File: src/rtl/ee_wr_pkg.sv
package ee_wr_pkg;

  localparam int ADDR_W = 16;

  localparam logic [7:0] OP_WREN    = 8'h06;
  localparam logic [7:0] OP_PROG    = 8'h02;
  localparam logic [7:0] OP_RDSR    = 8'h05;
  localparam logic [7:0] BYTE_ERASE = 8'hFF;
  localparam logic [7:0] BYTE_DUMMY = 8'h00;

  typedef enum logic [3:0] {
    S_IDLE,
    S_GAP,
    S_RS_OP,
    S_RS_DUM,
    S_WE_OP,
    S_PG_OP,
    S_AD_HI,
    S_AD_LO,
    S_DT_WAIT,
    S_DT_SHIFT
  } seq_state_e;

  typedef enum logic [1:0] {
    FR_POLL,
    FR_WREN,
    FR_PROG
  } frame_kind_e;

endpackage

File: src/rtl/ee_spi_shifter.sv
module ee_spi_shifter #(
  parameter int HALF_DIV = 2
) (
  input  logic       clk,
  input  logic       rst_n,
  input  logic       go_i,
  input  logic [7:0] tx_i,
  input  logic       miso_i,
  output logic       sck_o,
  output logic       mosi_o,
  output logic       done_o,
  output logic [7:0] rx_o
);

  localparam int DIV_W = (HALF_DIV > 1) ? $clog2(HALF_DIV) : 1;
  localparam logic [DIV_W-1:0] DIV_LAST = DIV_W'(HALF_DIV - 1);

  logic             act_q, act_d;
  logic             sck_q, sck_d;
  logic             done_q, done_d;
  logic [DIV_W-1:0] div_q, div_d;
  logic [2:0]       bit_q, bit_d;
  logic [7:0]       sh_q, sh_d;
  logic [7:0]       rx_q, rx_d;

  always_comb begin
    act_d  = act_q;
    sck_d  = sck_q;
    div_d  = div_q;
    bit_d  = bit_q;
    sh_d   = sh_q;
    rx_d   = rx_q;
    done_d = 1'b0;
    if (!act_q) begin
      if (go_i) begin
        act_d = 1'b1;
        sh_d  = tx_i;
        bit_d = 3'd0;
        div_d = '0;
        sck_d = 1'b0;
      end
    end else if (div_q == DIV_LAST) begin
      div_d = '0;
      if (!sck_q) begin
        sck_d = 1'b1;
      end else begin
        sck_d = 1'b0;
        rx_d  = {rx_q[6:0], miso_i};
        sh_d  = {sh_q[6:0], 1'b0};
        if (bit_q == 3'd7) begin
          act_d  = 1'b0;
          done_d = 1'b1;
        end else begin
          bit_d = bit_q + 3'd1;
        end
      end
    end else begin
      div_d = div_q + DIV_W'(1);
    end
  end

  always_ff @(posedge clk or negedge rst_n) begin
    if (!rst_n) begin
      act_q  <= 1'b0;
      sck_q  <= 1'b0;
      done_q <= 1'b0;
      div_q  <= '0;
      bit_q  <= 3'd0;
      sh_q   <= 8'd0;
      rx_q   <= 8'd0;
    end else begin
      act_q  <= act_d;
      sck_q  <= sck_d;
      done_q <= done_d;
      div_q  <= div_d;
      bit_q  <= bit_d;
      sh_q   <= sh_d;
      rx_q   <= rx_d;
    end
  end

  assign sck_o  = sck_q;
  assign mosi_o = sh_q[7];
  assign done_o = done_q;
  assign rx_o   = rx_q;

endmodule

File: src/rtl/ee_wr_seq.sv
module ee_wr_seq
  import ee_wr_pkg::*;
#(
  parameter int CNT_W    = 16,
  parameter int PAGE_W   = 6,
  parameter int CS_GAP   = 4,
  parameter int POLL_MAX = 1000
) (
  input  logic              clk,
  input  logic              rst_n,
  input  logic              start_i,
  input  logic              erase_i,
  input  logic [ADDR_W-1:0] addr_i,
  input  logic [CNT_W-1:0]  len_i,
  input  logic [7:0]        in_data_i,
  input  logic              in_valid_i,
  output logic              in_ready_o,
  output logic              sh_go_o,
  output logic [7:0]        sh_tx_o,
  input  logic              sh_done_i,
  input  logic [7:0]        sh_rx_i,
  output logic              cs_n_o,
  output logic              busy_o,
  output logic              done_o,
  output logic              timeout_o
);

  localparam int GAP_W  = $clog2(CS_GAP + 1);
  localparam int POLL_W = $clog2(POLL_MAX + 1);
  localparam logic [GAP_W-1:0]  GAP_LAST  = GAP_W'(CS_GAP - 1);
  localparam logic [POLL_W-1:0] POLL_LAST = POLL_W'(POLL_MAX - 1);

  seq_state_e        st_q, st_d;
  frame_kind_e       fr_q, fr_d;
  logic [ADDR_W-1:0] addr_q, addr_d, addr_nx;
  logic [CNT_W-1:0]  cnt_q, cnt_d;
  logic              erase_q, erase_d;
  logic [GAP_W-1:0]  gap_q, gap_d;
  logic [POLL_W-1:0] poll_q, poll_d;
  logic              go_q, go_d;
  logic [7:0]        tx_q, tx_d;
  logic              cs_q, cs_d;
  logic              busy_q, busy_d;
  logic              done_q, done_d;
  logic              to_q, to_d;
  logic              ready;

  assign addr_nx = addr_q + ADDR_W'(1);

  always_comb begin
    st_d    = st_q;
    fr_d    = fr_q;
    addr_d  = addr_q;
    cnt_d   = cnt_q;
    erase_d = erase_q;
    gap_d   = gap_q;
    poll_d  = poll_q;
    go_d    = 1'b0;
    tx_d    = tx_q;
    cs_d    = cs_q;
    busy_d  = busy_q;
    done_d  = done_q;
    to_d    = to_q;
    ready   = 1'b0;
    unique case (st_q)
      S_IDLE: begin
        if (start_i) begin
          busy_d  = 1'b1;
          done_d  = 1'b0;
          to_d    = 1'b0;
          addr_d  = addr_i;
          cnt_d   = len_i;
          erase_d = erase_i;
          fr_d    = FR_POLL;
          poll_d  = '0;
          gap_d   = '0;
          cs_d    = 1'b1;
          st_d    = S_GAP;
        end
      end
      S_GAP: begin
        if (gap_q == GAP_LAST) begin
          cs_d = 1'b0;
          go_d = 1'b1;
          unique case (fr_q)
            FR_WREN: begin tx_d = OP_WREN; st_d = S_WE_OP; end
            FR_PROG: begin tx_d = OP_PROG; st_d = S_PG_OP; end
            default: begin tx_d = OP_RDSR; st_d = S_RS_OP; end
          endcase
        end else begin
          gap_d = gap_q + GAP_W'(1);
        end
      end
      S_RS_OP: begin
        if (sh_done_i) begin
          go_d = 1'b1;
          tx_d = BYTE_DUMMY;
          st_d = S_RS_DUM;
        end
      end
      S_RS_DUM: begin
        if (sh_done_i) begin
          cs_d  = 1'b1;
          gap_d = '0;
          if (!sh_rx_i[0]) begin
            poll_d = '0;
            if (cnt_q == '0) begin
              busy_d = 1'b0;
              done_d = 1'b1;
              st_d   = S_IDLE;
            end else begin
              fr_d = FR_WREN;
              st_d = S_GAP;
            end
          end else if (poll_q == POLL_LAST) begin
            busy_d = 1'b0;
            done_d = 1'b1;
            to_d   = 1'b1;
            st_d   = S_IDLE;
          end else begin
            poll_d = poll_q + POLL_W'(1);
            fr_d   = FR_POLL;
            st_d   = S_GAP;
          end
        end
      end
      S_WE_OP: begin
        if (sh_done_i) begin
          cs_d  = 1'b1;
          gap_d = '0;
          fr_d  = FR_PROG;
          st_d  = S_GAP;
        end
      end
      S_PG_OP: begin
        if (sh_done_i) begin
          go_d = 1'b1;
          tx_d = addr_q[15:8];
          st_d = S_AD_HI;
        end
      end
      S_AD_HI: begin
        if (sh_done_i) begin
          go_d = 1'b1;
          tx_d = addr_q[7:0];
          st_d = S_AD_LO;
        end
      end
      S_AD_LO: begin
        if (sh_done_i) st_d = S_DT_WAIT;
      end
      S_DT_WAIT: begin
        if (erase_q) begin
          go_d = 1'b1;
          tx_d = BYTE_ERASE;
          st_d = S_DT_SHIFT;
        end else if (in_valid_i) begin
          ready = 1'b1;
          go_d  = 1'b1;
          tx_d  = in_data_i;
          st_d  = S_DT_SHIFT;
        end
      end
      S_DT_SHIFT: begin
        if (sh_done_i) begin
          addr_d = addr_nx;
          cnt_d  = cnt_q - CNT_W'(1);
          if ((cnt_q == CNT_W'(1)) || (addr_nx[PAGE_W-1:0] == '0)) begin
            cs_d   = 1'b1;
            gap_d  = '0;
            poll_d = '0;
            fr_d   = FR_POLL;
            st_d   = S_GAP;
          end else begin
            st_d = S_DT_WAIT;
          end
        end
      end
      default: st_d = S_IDLE;
    endcase
  end

  always_ff @(posedge clk or negedge rst_n) begin
    if (!rst_n) begin
      st_q    <= S_IDLE;
      fr_q    <= FR_POLL;
      addr_q  <= '0;
      cnt_q   <= '0;
      erase_q <= 1'b0;
      gap_q   <= '0;
      poll_q  <= '0;
      go_q    <= 1'b0;
      tx_q    <= 8'd0;
      cs_q    <= 1'b1;
      busy_q  <= 1'b0;
      done_q  <= 1'b0;
      to_q    <= 1'b0;
    end else begin
      st_q    <= st_d;
      fr_q    <= fr_d;
      addr_q  <= addr_d;
      cnt_q   <= cnt_d;
      erase_q <= erase_d;
      gap_q   <= gap_d;
      poll_q  <= poll_d;
      go_q    <= go_d;
      tx_q    <= tx_d;
      cs_q    <= cs_d;
      busy_q  <= busy_d;
      done_q  <= done_d;
      to_q    <= to_d;
    end
  end

  assign in_ready_o = ready;
  assign sh_go_o    = go_q;
  assign sh_tx_o    = tx_q;
  assign cs_n_o     = cs_q;
  assign busy_o     = busy_q;
  assign done_o     = done_q;
  assign timeout_o  = to_q;

endmodule

File: src/rtl/spi_ee_page_writer.sv
module spi_ee_page_writer
  import ee_wr_pkg::*;
#(
  parameter int CNT_W    = 16,
  parameter int PAGE_W   = 6,
  parameter int HALF_DIV = 2,
  parameter int CS_GAP   = 4,
  parameter int POLL_MAX = 1000
) (
  input  logic              clk,
  input  logic              rst_n,
  input  logic              start_i,
  input  logic              erase_i,
  input  logic [ADDR_W-1:0] addr_i,
  input  logic [CNT_W-1:0]  len_i,
  input  logic [7:0]        in_data_i,
  input  logic              in_valid_i,
  output logic              in_ready_o,
  output logic              spi_sck_o,
  output logic              spi_cs_n_o,
  output logic              spi_mosi_o,
  input  logic              spi_miso_i,
  output logic              busy_o,
  output logic              done_o,
  output logic              timeout_o
);

  logic       rst_meta_q, rst_sync_n;
  logic       sh_go, sh_done;
  logic [7:0] sh_tx, sh_rx;

  always_ff @(posedge clk or negedge rst_n) begin
    if (!rst_n) begin
      rst_meta_q <= 1'b0;
      rst_sync_n <= 1'b0;
    end else begin
      rst_meta_q <= 1'b1;
      rst_sync_n <= rst_meta_q;
    end
  end

  ee_wr_seq #(
    .CNT_W    (CNT_W),
    .PAGE_W   (PAGE_W),
    .CS_GAP   (CS_GAP),
    .POLL_MAX (POLL_MAX)
  ) u_seq (
    .clk        (clk),
    .rst_n      (rst_sync_n),
    .start_i    (start_i),
    .erase_i    (erase_i),
    .addr_i     (addr_i),
    .len_i      (len_i),
    .in_data_i  (in_data_i),
    .in_valid_i (in_valid_i),
    .in_ready_o (in_ready_o),
    .sh_go_o    (sh_go),
    .sh_tx_o    (sh_tx),
    .sh_done_i  (sh_done),
    .sh_rx_i    (sh_rx),
    .cs_n_o     (spi_cs_n_o),
    .busy_o     (busy_o),
    .done_o     (done_o),
    .timeout_o  (timeout_o)
  );

  ee_spi_shifter #(
    .HALF_DIV (HALF_DIV)
  ) u_shift (
    .clk    (clk),
    .rst_n  (rst_sync_n),
    .go_i   (sh_go),
    .tx_i   (sh_tx),
    .miso_i (spi_miso_i),
    .sck_o  (spi_sck_o),
    .mosi_o (spi_mosi_o),
    .done_o (sh_done),
    .rx_o   (sh_rx)
  );

endmodule

File: config.mk
export PLATFORM = sky130hd
export DESIGN_NAME = spi_ee_page_writer
export DESIGN_NICKNAME = d
export VERILOG_FILES = /design/src/rtl/ee_wr_pkg.sv /design/src/rtl/ee_spi_shifter.sv /design/src/rtl/ee_wr_seq.sv /design/src/rtl/spi_ee_page_writer.sv
export SDC_FILE = /design/constraint.sdc
export NUM_CORES = 1
export LEC_CHECK = 0
export ABC_CLOCK_PERIOD_IN_PS = 2930
export BUFFER_PORTS_ARGS = -buffer_cell sky130_fd_sc_hd__buf_4
export CORE_ASPECT_RATIO = 0.8
export CORE_MARGIN = 10
export CORE_UTILIZATION = 54
export CTS_CLUSTER_DIAMETER = 40
export CTS_CLUSTER_SIZE = 24
export DETAILED_ROUTE_END_ITERATION = 12
export PLACE_DENSITY = 0.89
export REMOVE_ABC_BUFFERS = 1
export SYNTH_ARGS = -nofsm -noshare
export SYNTH_HDL_FRONTEND = slang
export SYNTH_HIERARCHICAL = 1
export SYNTH_SLANG_ARGS = --single-unit
File: constraint.sdc
create_clock -name clk -period 2.93 [get_ports clk]
set_clock_uncertainty 0.1 [all_clocks]
set_input_delay 0.586 -clock clk [delete_from_list [all_inputs] [get_ports clk]]
set_output_delay 0.586 -clock clk [all_outputs]
set_load 0.05 [all_outputs]
## After elaboration in Yosys (flattened, before gate mapping)

Cells that the tools add are included.

- Add/subtract/negate cells: 6
- Multiply operators: 0
- Div/mod/pow operators: 0
- Order comparisons: 0
- Equality and inequality tests: 37
- Shifts and indexed selects: 0
- Muxes and demuxes: 104
- Bitwise gates (word level): 0
- Reductions and logical operators: 27

Operators by type and width:

| operator | number |
|---|---|
| two-way mux 8 bit | 10 |
| two-way mux 16 bit | 4 |
| one-hot mux 16 bit (2 select lines) | 2 |
| two-way mux 10 bit | 6 |
| two-way mux 4 bit | 12 |
| two-way mux 1 bit | 40 |
| one-hot mux 4 bit (10 select lines) | 1 |
| one-hot mux 8 bit (5 select lines) | 1 |
| two-way mux 3 bit | 10 |
| one-hot mux 10 bit (3 select lines) | 1 |
| inequality test 2 bit, second input constant | 13 |
| AND reduction 6 bit | 4 |
| adder 16 x 1 -> 16 bit, second input constant | 1 |
| equality test 16 x 1 -> 1 bit, second input constant | 1 |
| equality test 4 x 3 -> 1 bit, second input constant | 4 |
| logical NOT 16 bit | 1 |
| two-way mux 2 bit | 8 |
| subtractor 16 x 1 -> 16 bit, second input constant | 1 |
| one-hot mux 3 bit (2 select lines) | 2 |
| one-hot mux 3 bit (4 select lines) | 1 |
| adder 10 x 1 -> 10 bit, second input constant | 1 |
| equality test 10 bit, second input constant | 1 |
| AND reduction 10 bit | 1 |
| AND reduction 5 bit | 2 |
| other kinds (29) | 46 |

- Bits in registers: 83
- Latch bits: 0
- Memory bits (writable): 0
- Memory bits (read-only): 0
- Input bits: 46
- Output and inout port bits: 7
- Word-level logic and storage cells: 196
- Memories kept: 0

## Longest topological paths before layout

Gate-level depths: netlist of the first run.

- Depth in word-level cells: 6
- Gate-level depth with buffers: 10
- Depth with buffers taken out: 8

## By module

The synthesis of the first run kept the hierarchy.

Modules (own cells, without submodules):

| module | times used | cells each | area each (µm²) | seq. area each (µm²) |
|---|---|---|---|---|
| ee_wr_seq | 1 | 503 | 4035.1 | 1627.8 |
| ee_spi_shifter | 1 | 101 | 993.5 | 575.6 |
| spi_ee_page_writer | 1 | 3 | 53.8 | 50.0 |

## Worst setup path after synthesis of the first run

OpenSTA, ideal clock, no wires.

- Path kind: flip-flop to output port
- Start: register u_seq.st_q[3]
- End: output port in_ready_o
- Arrival time: 1650 ps
- Required time: 2244 ps
- Setup slack: 594 ps
- Cell stages (with the launch flop): 6
- Buffers on the path: 2
- Cell sequence: dfrtp_1 clkbuf_1 nand2b_1 nor3_1 clkbuf_1 and3b_1

- Longest elaborated chain between the ends: 2

RTL lines:

| element | RTL line | text |
|---|---|---|
| start: declaration | ee_wr_seq.sv:33 | `seq_state_e st_q, st_d;` |
| start signal: assignment | ee_wr_seq.sv:199 | `st_q <= st_d;` |
| equality test 4 bit | ee_wr_seq.sv:65 | `unique case (st_q)` |
| two-way mux 1 bit | ee_wr_seq.sv:65 |  |
| end: declaration | spi_ee_page_writer.sv:18 | `output logic in_ready_o,` |

Every way passes these cells.

## Final worst setup path of the first run

- Start: register u_seq.st_q[0]
- End: register u_seq.tx_q[0], in the netlist u_seq/sh_tx_o[0]

- Longest elaborated chain between the ends: 3
- Elaborated cells between the ends (all ways): 13
- Classes of those cells: eq/ne (10); mux (1); reduce/logical (2)

RTL lines:

| element | RTL line | text |
|---|---|---|
| equality test 4 bit, or another cell as far along | ee_wr_seq.sv:65 |  |
| inequality test 3 x 2 -> 1 bit (no source line), or another cell as far along | -- |  |
| AND reduction 6 bit (no source line) | -- |  |
| end signal: assignment | ee_wr_seq.sv:207 | `tx_q <= tx_d;` |
| end: declaration | ee_wr_seq.sv:41 | `logic [7:0] tx_q, tx_d;` |

Parallel ways exist; a longest one is shown, timed or not.
A chain may end at the register's enable or synchronous reset.

==> summary.txt, run 1 <==
Outcome
  – Status: finished, final reports clean

Finish
  – Layout Cells excl Fill: 732
  – Final #Nets: 671
  – Fillers: 683
  – Diodes inserted: 0
  – Synthesis-to-finish area growth: 13.81%
  – Share of layout cells above drive strength 1: 15.00%

Power
  – Comb power frac: 39.0%
  – Cell area power density: 730.6 mW/mm2
  – Switching Fraction: 41.03%
  – Overall power: 4.015 mW
  – Worst VDD drop: 0.0003729 V
  – Switching power: 1.648 mW
  – Register share of total power: 40.3%
  – Int Pwr: 2.368 mW
  – P_leak: 2.325 nW
  – Clock share of power: 20.7%

Timing
  – Final hold vios: 0
  – Fin crit period: 2.713 ns
  – TNS Setup: 0 ns
  – Count of final setup violators: 0
  – Hold WS: 0.2643 ns
  – Tcrit/Tclk final: 92.61%
  – Max Clock Freq: 0.3685 GHz
  – Max Transition Viols Final: 0
  – Slew HR: 31.47%
  – Worst Tran Pin Value: 1.028 ns
  – RSZ-0062 raised after global routing: no

Place
  – Placed cell count: 715
  – RePlAce Congestion: 0.8896
  – HPWL Detailed: 9310 um
  – Port Buffer Count: 52

Logic synthesis
  – Syn Area/Cell: 8.339 um2
  – Mapped Area: 0.004828 mm2
  – Mapped Cells: 579
  – Syn. warnings: 6

Clock tree
  – H-tree depth: 3
  – CTS tree: done
  – Clock root cell: clkbuf_8
  – CTS buffer count: 9
  – Post-CTS Setup Repair Bufs: 0
  – Sink Count: 83
  – Longest Clk Path Bufs: 2
  – Clock latency on the worst-skew pair: 0.37 ns
  – Clk pin slew, worst setup/hold paths: 0.08 ns

Die
  – Ports: 53
  – FP Rows: 30
  – Die H: 104.6 um
  – Starting Density: 56.17%
  – Die X: 125.7 um
  – Core area: 0.008596 mm2
  – Full die area: 0.01315 mm2

Critical path
  – CP peak stage delay: 0.75 ns
  – Worst path bufs/invs: 0
  – Delay-heaviest family, CP: compound AO/OA/AOI/OAI gates
  – Crit path max fanout: 18
  – CP Data Arrival Time: 2.88 ns
  – CP cell instances: nor2b_1 > a21oi_1 > nor2_1 > a21oi_1 > nand2_1 > o21a_1
  – WS Path Type: reg -> reg
  – Crit start category: flip-flop
  – CP most frequent cell: a21oi_1
  – Nature of the critical path endpoint: flip-flop
  – Slowest cell on crit path: a21oi_1
  – Worst EP required: 3.09 ns

GRT
  – Global-route usage over all layers: 19.75%
  – First-pass GRT wire length: 22160 um
  – Initial antenna violation count: 0
  – Vias in the first global route: 4568
  – Largest net degree at the start of global routing: 82
  – GR Overflow Total: 0

Detailed routing
  – Vias: 4781
  – Final ANT Viol Nets: 0
  – DRC viols: 0
  – Post-Route WL: 13260 um
  – DR WL/cell: 18.11 um
  – Average vias per placed instance: 6.531
  – First-pass iteration count of the detailed router: 6
  – Initial DRC count: 546

Hold path
  – Hold Path Class: reg -> reg

Flow run
  – Max Cap Viol: 0
-- path summary, 6_finish.rpt --
check,slack [ns],depth (start not counted),end,from
setup / recovery,0.22,6,u_seq/sh_tx_o[0],u_seq/st_q[0]
hold / removal,0.26,0,rst_sync_n,rst_meta_q
setup reg to reg,0.22,6,u_seq/sh_tx_o[0],u_seq/st_q[0]
hold reg to reg,0.26,0,rst_sync_n,rst_meta_q
max in group asynchronous,1.59,0,u_seq/st_q[3],rst_sync_n
min in group asynchronous,0.42,0,u_seq/addr_q[3],rst_sync_n
-- final cells by class --
class / count / area, um2 / area share (%)
clock inverter: 6 / 66.31 / 1.207
clock buffer: 10 / 127.6 / 2.322
sequential: 83 / 2083 / 37.91
timing repair buffer: 65 / 503.0 / 9.153
tap: 112 / 140.1 / 2.550
multi-input combinational: 442 / 2522 / 45.90
inverter: 14 / 52.55 / 0.9563
-- cell usage in the layout, fill, tap and decap left out, types with 5 or more instances in the layout --
cell type and instances:
a211oi_1 5, a21oi_1 51, a22oi_1 11, a31oi_1 8, and3_1 7, buf_4 63, clkbuf_8 9, dfrtp_1 80
ha_1 10, inv_1 14, nand2_1 50, nand2b_1 13, nand3_1 25, nand4_1 6, nor2_1 67, nor2b_1 5
nor3_1 24, nor4_1 6, o21ai_0 68, o221ai_1 5, o22ai_1 16, o31ai_1 7
-- stage by stage --
step | utilization (%) | cell area, um2 | setup WS, ns
global route | 63.93 | 5495 | 0.04158
finish | 63.93 | 5495 | 0.2166
floorplan | - | 4638 | -0.3624
global placement | 61.48 | 5285 | 0.5081
CTS | 63.86 | 5489 | 0.1282
detailed placement | 61.48 | 5285 | 0.3486
-- timing repair --
action	in CTS	in global routing
hold buffers	1	0
endpoints found under the setup margin	0	1
resized for setup	0	2
endpoints found under the hold margin	2	0
-- metal layers --
metal | vias up | wire length, um | GRT usage [%]
li1 | 2198 | - | -
met1 | 2253 | 5655 | 26.65
met2 | 290 | 6130 | 29.78
met3 | 40 | 1124 | 5.303
met4 | 0 | 347 | 6.814
met5 | - | 0 | 0
-- power by group through the flow --
stage               clock network [mW]  logic (mW)  registers [mW]
global placement                     0        1.45            1.61
CTS                              0.836        1.53            1.61
finish                           0.829        1.57            1.62
detailed placement                   0        1.52            1.63
global route                     0.893        1.73            1.65
floorplan                            0        1.02            1.62
-- registers in the layout, indices dropped and copies added (netlist names), 2 cells and up --
register       flops
u_seq/addr_q      16
u_seq/cnt_q       16
u_seq/poll_q      10
u_seq/sh_tx_o      8
u_shift/sh_q       8
u_seq/st_q         4
u_seq/gap_q        3
u_shift/bit_q      3
u_seq/fr_q         2
No activity file was read; power rests on OpenSTA's default activity.
==> run 2, diff against run 1 <==
--- a/config.mk
+++ b/config.mk
@@ -6,7 +6,8 @@
 export NUM_CORES = 1
 export LEC_CHECK = 0
+export ABC_AREA = 1
 export ABC_CLOCK_PERIOD_IN_PS = 2930
 export BUFFER_PORTS_ARGS = -buffer_cell sky130_fd_sc_hd__buf_4
-export CORE_ASPECT_RATIO = 0.8
+export CORE_ASPECT_RATIO = 1.1
 export CORE_MARGIN = 10
 export CORE_UTILIZATION = 54
==> constraint.sdc (replaced) <==
create_clock -name clk -period 2.93 [get_ports clk]
set_clock_uncertainty 0.1 [all_clocks]
set_input_delay 0.293 -clock clk [delete_from_list [all_inputs] [get_ports clk]]
set_output_delay 0.293 -clock clk [all_outputs]
set_load 0.05 [all_outputs]
==> run 2 against run 1 <==
Critical path depth increased by 3. First-iteration DRC count decreased by 15%. Global-route usage down 1.2 points. Utilization decreased by 2.1 points. Sequential share of layout area decreased by 2.1 points. Total power is 38% higher. Worst hold slack worse by 0.20 ns.
==> summary.txt, run 2 <==
Logic synthesis
  – Mapped Area: 0.005194 mm2
  – Syn Area/Cell: 7.254 um2
  – Syn. warnings: 6
  – Mapped Cells: 716

GRT
  – Global-route usage over all layers: 18.51%
  – First-pass GRT wire length: 21490 um
  – GR Overflow Total: 0
  – Initial antenna violation count: 0
  – Vias in the first global route: 4772
  – Largest net degree at the start of global routing: 82

Clock tree
  – Clock latency on the worst-skew pair: 0.35 ns
  – Longest Clk Path Bufs: 2
  – Sink Count: 83
  – CTS buffer count: 9
  – CTS resizes: 0
  – Clk pin slew, worst setup/hold paths: 0.08 ns
  – CTS tree: done
  – Clock root cell: clkbuf_8
  – H-tree depth: 3

Detailed routing
  – Post-Route WL: 12680 um
  – First-pass iteration count of the detailed router: 6
  – DR WL/cell: 14.38 um
  – Average vias per placed instance: 5.601
  – DRC viols: 0
  – Final ANT Viol Nets: 0
  – Initial DRC count: 463
  – Vias: 4940

Timing
  – Slew HR: 30.39%
  – Count of final setup violators: 0
  – Hold WS: 0.06594 ns
  – Max Transition Viols Final: 0
  – Final hold vios: 0
  – Max Clock Freq: 0.4210 GHz
  – Worst Tran Pin Value: 1.044 ns
  – PnR worst setup slack: 0.5547 ns
  – Fin crit period: 2.375 ns
  – Tcrit/Tclk final: 81.07%
  – TNS Setup: 0 ns
  – RSZ-0062 raised after global routing: no

Place
  – Placed cell area: 0.005614 mm2
  – Port Buffer Count: 52
  – Setup Slack @ Placement: 0.6226 ns
  – RePlAce Congestion: 0.9191
  – Placed cell count: 866
  – HPWL Detailed: 9377 um

Finish
  – Diodes inserted: 0
  – Fin util: 61.82%
  – Fillers: 858
  – Final #Nets: 817
  – Layout Cells excl Fill: 882
  – Biggest registers after layout: u_seq/addr_q: 16 flops, u_seq/cnt_q: 16 flops, u_seq/poll_q: 10 flops
  – Most common cell after layout, fill and taps aside: nand2_1
  – Synthesis-to-finish area growth: 11.85%
  – Highest-count cells in the layout ignoring fill and taps: nand2_1 (199), dfrtp_1 (81), nor2_1 (78)
  – Share of layout cells above drive strength 1: 15.69%
  – Design Area, Final: 0.005809 mm2

Die
  – Full die area: 0.01395 mm2
  – Die H: 122.9 um
  – Starting Density: 55.27%
  – Ports: 53
  – Die X: 113.5 um
  – FP Rows: 37
  – Core area: 0.009398 mm2

Critical path
  – Nature of the critical path endpoint: flip-flop
  – CP Data Arrival Time: 2.57 ns
  – Crit start category: flip-flop
  – WS Path Type: reg -> reg
  – Crit path max fanout: 35
  – Worst EP required: 3.12 ns

Power
  – Cell area power density: 956.5 mW/mm2
  – Overall power: 5.557 mW
  – P_leak: 2.879 nW
  – Worst VDD drop: 0.0004342 V

Flow run
  – Max Cap Viol: 0

Hold path
  – Hold Path Class: in -> reg

Outcome
  – Status: finished, final reports clean
## run 2: repair_timing
item	4_1_cts	5_1_grt
endpoints found under the setup margin	0	0
buffers inserted	0	0
endpoints found under the hold margin	2	0
hold buffers	1	0
## run 2: worst max-delay path, cell delays in order (launching register included)
cell	delay [ns]
dfrtp_1	0.45
inv_1	0.10
nor2_4	0.16
nand2_4	0.25
inv_2	0.47
buf_4	0.33
nand3b_1	0.10
o21ai_0	0.18
nand2_1	0.08
nand2_1	0.09
## run 2: area by class of cell
type | instances | area [um2] | share of cell area, %
clock buffer | 12 | 145.1 | 2.498
inverter | 74 | 277.8 | 4.781
multi-input combinational | 535 | 2680 | 46.13
sequential | 83 | 2082 | 35.84
timing repair buffer | 58 | 437.9 | 7.538
clock inverter | 3 | 40.04 | 0.6892
tap | 117 | 146.4 | 2.520
## run 2: per-layer routing
layer / GRT usage, % / wire [um] / up-vias
li1: - / - / 2446
met1: 22.42 / 5402 / 2298
met2: 31.52 / 6329 / 172
met3: 2.928 / 652 / 24
met4: 8.889 / 299 / 0
met5: 0 / 0 / -
## run 2: path summary, 6_finish.rpt
kind	from	to	slack, ns	depth (start not counted)
setup / recovery	u_seq/st_q[0]	u_seq/cnt_q[15]	0.55	9
hold / removal	erase_i	u_seq/erase_q	0.07	3
setup reg to reg	u_seq/st_q[0]	u_seq/cnt_q[15]	0.55	9
hold reg to reg	rst_meta_q	rst_sync_n	0.25	0
max in group asynchronous	rst_sync_n	u_shift/sh_q[1]	1.64	0
min in group asynchronous	rst_n	rst_sync_n	0.16	2
## run 2: power breakdown
group	total, mW	switching (mW)	leakage (nW)	internal [mW]
sequential	2.06	0.456	1.04	1.60
combinational	2.69	1.80	1.74	0.899
clock	0.804	0.393	0.0962	0.411
total	5.56	2.65	2.88	2.91
